<file path="config.mk">
export PLATFORM = sky130hd
export DESIGN_NAME = sdc_cmd_busy_ctrl
export DESIGN_NICKNAME = d
export VERILOG_FILES = /design/src/rtl/sdc_busy_pkg.sv /design/src/rtl/sdc_bit_sync.sv /design/src/rtl/sdc_busy_timer.sv /design/src/rtl/sdc_irq_latch.sv /design/src/rtl/sdc_cmd_busy_ctrl.sv
export SDC_FILE = /design/constraint.sdc
export NUM_CORES = 1
export LEC_CHECK = 0
export BUFFER_PORTS_ARGS = -buffer_cell sky130_fd_sc_hd__buf_2
export CAP_MARGIN = 40
export CORE_MARGIN = 8
export CORE_UTILIZATION = 40
export DETAILED_ROUTE_END_ITERATION = 10
export PLACE_DENSITY_LB_ADDON = 0.2
export SLEW_MARGIN = 30
export SYNTH_ARGS = -nofsm -noshare
export SYNTH_HDL_FRONTEND = slang
export SYNTH_SLANG_ARGS = --single-unit
</file>
<file path="constraint.sdc">
create_clock -name clk -period 2.5 [get_ports clk]
set_input_delay 0.625 -clock clk [delete_from_list [all_inputs] [get_ports clk]]
set_output_delay 0.625 -clock clk [all_outputs]
set_load 0.01 [all_outputs]
</file>
<file path="src/rtl/sdc_busy_pkg.sv">
package sdc_busy_pkg;
  typedef enum logic [2:0] {
    ST_IDLE,
    ST_ISSUE,
    ST_RESP,
    ST_SETTLE,
    ST_BUSY
  } seq_state_e;

  typedef enum logic [1:0] {
    END_NONE,
    END_OK,
    END_RSP_ERR,
    END_TMO
  } end_kind_e;
endpackage

</file>
<file path="src/rtl/sdc_bit_sync.sv">
module sdc_bit_sync #(
  parameter int  STAGES    = 2,
  parameter logic RESET_VAL = 1'b1
) (
  input  logic clk,
  input  logic rst,
  input  logic d,
  output logic q
);
  logic [STAGES-1:0] chain;

  generate
    if (STAGES == 1) begin : g_one
      always_ff @(posedge clk) begin
        if (rst) chain <= RESET_VAL;
        else     chain <= d;
      end
    end else begin : g_many
      always_ff @(posedge clk) begin
        if (rst) chain <= {STAGES{RESET_VAL}};
        else     chain <= {chain[STAGES-2:0], d};
      end
    end
  endgenerate

  assign q = chain[STAGES-1];
endmodule

</file>
<file path="src/rtl/sdc_busy_timer.sv">
module sdc_busy_timer #(
  parameter int TMO_W = 16
) (
  input  logic             clk,
  input  logic             rst,
  input  logic             clear,
  input  logic             run,
  input  logic [TMO_W-1:0] limit,
  output logic             expired
);
  logic [TMO_W-1:0] cnt;
  logic             sat;

  assign sat = &cnt;

  always_ff @(posedge clk) begin
    if (rst || clear)    cnt <= '0;
    else if (run && !sat) cnt <= cnt + 1'b1;
  end

  assign expired = (cnt >= limit);
endmodule

</file>
<file path="src/rtl/sdc_irq_latch.sv">
module sdc_irq_latch (
  input  logic clk,
  input  logic rst,
  input  logic raise,
  input  logic ack,
  output logic irq
);
  // raising wins over a simultaneous acknowledge
  always_ff @(posedge clk) begin
    if (rst)        irq <= 1'b0;
    else if (raise) irq <= 1'b1;
    else if (ack)   irq <= 1'b0;
  end
endmodule

</file>
<file path="src/rtl/sdc_cmd_busy_ctrl.sv">
module sdc_cmd_busy_ctrl
  import sdc_busy_pkg::*;
#(
  parameter int CMD_W       = 16,
  parameter int WAIT_BIT    = 2,
  parameter int IDX_LSB     = 8,
  parameter int IDX_W       = 6,
  parameter int TMO_W       = 16,
  parameter int SYNC_STAGES = 2,
  parameter int SETTLE_CYC  = 2
) (
  input  logic             clk,
  input  logic             rst,
  input  logic [CMD_W-1:0] cmd_word_i,
  input  logic             start_i,
  input  logic [TMO_W-1:0] busy_tmo_i,
  input  logic             dat0_i,
  input  logic             rsp_done_i,
  input  logic             rsp_err_i,
  input  logic             irq_ack_i,
  output logic             eng_start_o,
  output logic [IDX_W-1:0] eng_index_o,
  output logic             busy_o,
  output logic             irq_o,
  output logic             err_tmo_o,
  output logic             err_rsp_o
);
  localparam int SET_W = $clog2(SETTLE_CYC + 1) + 1;
  localparam logic [SET_W-1:0] SET_LAST = SET_W'(SETTLE_CYC - 1);

  seq_state_e       state, state_nxt;
  end_kind_e        fin;
  logic             wait_flag;
  logic [SET_W-1:0] settle_cnt;
  logic             dat0_s;
  logic             tmo_exp;
  logic             accept;

  sdc_bit_sync #(.STAGES(SYNC_STAGES), .RESET_VAL(1'b1)) u_dat0_sync (
    .clk (clk),
    .rst (rst),
    .d   (dat0_i),
    .q   (dat0_s)
  );

  sdc_busy_timer #(.TMO_W(TMO_W)) u_timer (
    .clk     (clk),
    .rst     (rst),
    .clear   (state != ST_BUSY),
    .run     ((state == ST_BUSY) && !dat0_s),
    .limit   (busy_tmo_i),
    .expired (tmo_exp)
  );

  sdc_irq_latch u_irq (
    .clk   (clk),
    .rst   (rst),
    .raise (fin != END_NONE),
    .ack   (irq_ack_i),
    .irq   (irq_o)
  );

  assign accept = (state == ST_IDLE) && start_i;

  always_comb begin
    state_nxt = state;
    fin       = END_NONE;
    unique case (state)
      ST_IDLE:   if (start_i) state_nxt = ST_ISSUE;
      ST_ISSUE:  state_nxt = ST_RESP;
      ST_RESP: begin
        if (rsp_done_i) begin
          if (rsp_err_i) begin
            fin       = END_RSP_ERR;
            state_nxt = ST_IDLE;
          end else if (!wait_flag) begin
            fin       = END_OK;
            state_nxt = ST_IDLE;
          end else begin
            state_nxt = ST_SETTLE;
          end
        end
      end
      ST_SETTLE: if (settle_cnt == SET_LAST) state_nxt = ST_BUSY;
      ST_BUSY: begin
        if (dat0_s) begin
          fin       = END_OK;
          state_nxt = ST_IDLE;
        end else if (tmo_exp) begin
          fin       = END_TMO;
          state_nxt = ST_IDLE;
        end
      end
      default:   state_nxt = ST_IDLE;
    endcase
  end

  always_ff @(posedge clk) begin
    if (rst) begin
      state       <= ST_IDLE;
      wait_flag   <= 1'b0;
      settle_cnt  <= '0;
      eng_start_o <= 1'b0;
      eng_index_o <= '0;
      busy_o      <= 1'b0;
      err_tmo_o   <= 1'b0;
      err_rsp_o   <= 1'b0;
    end else begin
      state       <= state_nxt;
      eng_start_o <= accept;
      busy_o      <= (state_nxt != ST_IDLE);
      if (accept) begin
        wait_flag   <= cmd_word_i[WAIT_BIT];
        eng_index_o <= cmd_word_i[IDX_LSB +: IDX_W];
        err_tmo_o   <= 1'b0;
        err_rsp_o   <= 1'b0;
      end
      if (state == ST_SETTLE) settle_cnt <= settle_cnt + 1'b1;
      else                    settle_cnt <= '0;
      if (fin == END_TMO)     err_tmo_o <= 1'b1;
      if (fin == END_RSP_ERR) err_rsp_o <= 1'b1;
    end
  end
endmodule

</file>
==> summary.md <==
| Metric | Value |
|---|---|
| Main synth FF type | `dfxtp_1` |
| M1 WL | `1920 um` |
| Most frequent cells in the layout | `40 x buf_2, 36 x dfxtp_1, 23 x nor2_1, 22 x nand2_1, 21 x inv_1` |
| #FFs+latches synth | `36` |
| Hold crit path type | `reg2reg` |
| Core area | `0.00472 mm^2` |
| Mean Syn Cell Area | `8.67 um^2` |
| Final hold vios | `0` |
| Critical Path RT | `2670 ps` |
| Num CTS Buffers | `5` |
| CP max stage delay | `450 ps` |
| Root buf cell | `clkbuf_8` |
| Ports | `50` |
| Clk sink count | `36` |
| Standard-cell row count | `25` |
| Arr. time, crit path | `2260 ps` |
| Crit path cell chain | `inv_1, ha_1, nand2b_1, a211oi_1, o21bai_1, a2111o_1, o311a_1` |
| Starting Density | `41.3%` |
| Global-route wire length before repair | `7130 um` |
| FFs w/ async S/R, synth | `0%` |
| Initial DRC Count | `43` |
| Minimum hold slack | `411 ps` |
| CP max stage cell | `a2111o_1` |
| Remaining DRCs | `0` |
| Register Area | `721 um^2` |
| Antenna violations before repair | `0` |
| Power density over cell area | `493 mW/mm^2` |
| Post-synthesis sequential area ratio | `36.9%` |
| Share of layout cells above drive strength 1 | `21.0%` |
| Vias per std cell | `4.86` |
| Reg clk slew, reported paths | `70 ps` |
| Final Skew | `2.71 ps` |
| Status | `completed` |
| # diodes | `0` |
| Largest net degree at the start of global routing | `17` |
| Vias in the first global route | `1654` |
| Worst-Skew Late Latency | `280 ps` |
| Setup violators final | `0` |
| Sum Neg Setup Slack | `0 ps` |
| Commonest non-fill, non-tap cell in the layout | `buf_2` |
| Yosys warning total | `0` |
| Routed wl met2 | `1730 um` |
| Netlist cell types | `47` |
| Grt total ovfl | `0` |
| Mapped cell area | `0.00195 mm^2` |
| Crit. End Element | `register` |
| Area growth syn-to-layout | `18.0%` |
| Top delay family on crit path | `compound AO/OA/AOI/OAI gates` |
| Startpoint types | `register` |
| GRT Total Usage | `11.8%` |
| Final #Nets | `325` |
| Critical Path Fanout Max | `4` |
| Placer Congestion | `0.796` |
| Period utilization | `83.4%` |
| Die W | `85.8 um` |
| DPL Wire Length | `3100 um` |
| CP Class | `reg2reg` |
| Die area | `0.00737 mm^2` |
| Power Total | `1.13 mW` |
| Leak | `1.04 nW` |
| Pre-antenna DRT Iters | `3` |
| Final worst slack | `415 ps` |
| DR WL met3 | `339 um` |
| Die Ht | `85.8 um` |
| Worst Max-Slew Pin Slew | `640 ps` |
| Total wire length | `4030 um` |
| Top layer in use | `met4` |
| Post-synthesis cell count | `225` |
| Number of synthesized flops with an enable pin | `0` |
| Synth Net Count | `283` |
| Filler cells | `473` |
| Pins Over Slew Limit | `0` |
| IO buf count | `40` |
| Vias | `1623` |
| Max VDD drop | `0.341 mV` |
| Avg WL per Cell | `12.1 um` |
| RSZ-0062 raised after global routing | `no` |
| Setup Fix Bufs, Post-CTS | `0` |
| CTS max path bufs | `2` |
| Total of max-cap violations | `0` |
| Hold-fix buffers, CTS | `0` |
| H-tree Lvls | `2` |
| Fmax | `480 MHz` |
| Post-route ant nets | `0` |
| Worst slack, placed | `105 ps` |
| Resize count post-CTS | `0` |
| Relative slew margins | `57.2%` |
| WP buf/inv | `1` |
| CTS tree | `built` |
| Area of the multi-input gates | `0.00111 mm^2` |
| Crit path time final | `2090 ps` |
[per-stage QoR]
stage	utilization (%)	cells	instance area, um^2
5_1_grt	48.7	334	2300
6_report	48.7	334	2300
4_1_cts	48.7	334	2300
2_1_floorplan	-	225	1950
3_3_place_gp	46.7	327	2200
3_5_place_dp	46.7	327	2200
[power breakdown]
part	switching, mW	internal (mW)	leakage, nW	total (mW)
sequential	0.0101	0.589	0.292	0.599
combinational	0.0499	0.0470	0.695	0.0969
clock	0.193	0.245	0.0503	0.438
[registers in the layout, indices dropped and copies added (netlist names)]
register           flops
settle_cnt             3
u_dat0_sync.chain      2
state                  3
u_timer.cnt           16
eng_start_o            1
u_irq.irq              1
eng_index_o            6
err_rsp_o              1
busy_o                 1
err_tmo_o              1
wait_flag              1
[path summary, 6_finish.rpt]
path	from	to	slack, ps	cells after the start
worst min-delay path	u_dat0_sync.chain[0]$_SDFF_PP1_	u_dat0_sync.chain[1]$_SDFF_PP1_	410	1
worst max register to register	u_timer.cnt[0]$_SDFFE_PP0P_	u_irq.irq$_SDFFE_PP0P_	410	7
worst max-delay path	u_timer.cnt[0]$_SDFFE_PP0P_	u_irq.irq$_SDFFE_PP0P_	410	7
worst min register to register	u_dat0_sync.chain[0]$_SDFF_PP1_	u_dat0_sync.chain[1]$_SDFF_PP1_	410	1
[cells by family after synthesis]
group	after synthesis	share of synthesized area (%)
AND/OR/NAND/NOR	86	23.4
adder cells (fa/ha/maj)	19	12.2
AO/OA/AOI/OAI	43	15.2
buffers and inverters	28	6.35
XOR/XNOR	12	5.39
multiplexers	1	0.513
flip-flops	36	36.9
[cell type report]
class	count	area share, %
inverters	21	3.43
multi-input cells	161	48.1
flip-flops and latches	36	31.3
repair buffers	42	9.35
well taps	67	3.64
clock buffers	7	4.19
[synthesized netlist by cell type (3+ instances only)]
library cell / number / area share [%]
a21oi_1: 14 / 3.6
nand2_1: 22 / 4.2
nor2_1: 23 / 4.4
nand3_1: 9 / 2.3
inv_1: 21 / 4.0
xnor2_1: 4 / 1.8
nand2b_1: 4 / 1.3
a21o_1: 3 / 1.2
a211oi_1: 3 / 1.2
and3_1: 3 / 0.96
o21ai_0: 3 / 0.77
dfxtp_1: 36 / 37
ha_1: 19 / 12
xor2_1: 8 / 3.6
nand4_1: 9 / 2.9
[layer usage]
metal / global-route usage, % / vias up
met4: 4.78 / 0
met1: 13.7 / 707
met3: 5.16 / 5
li1: - / 874
met2: 18.5 / 37
met5: 0 / -
Note: power is estimated with default switching activity, not from simulation.
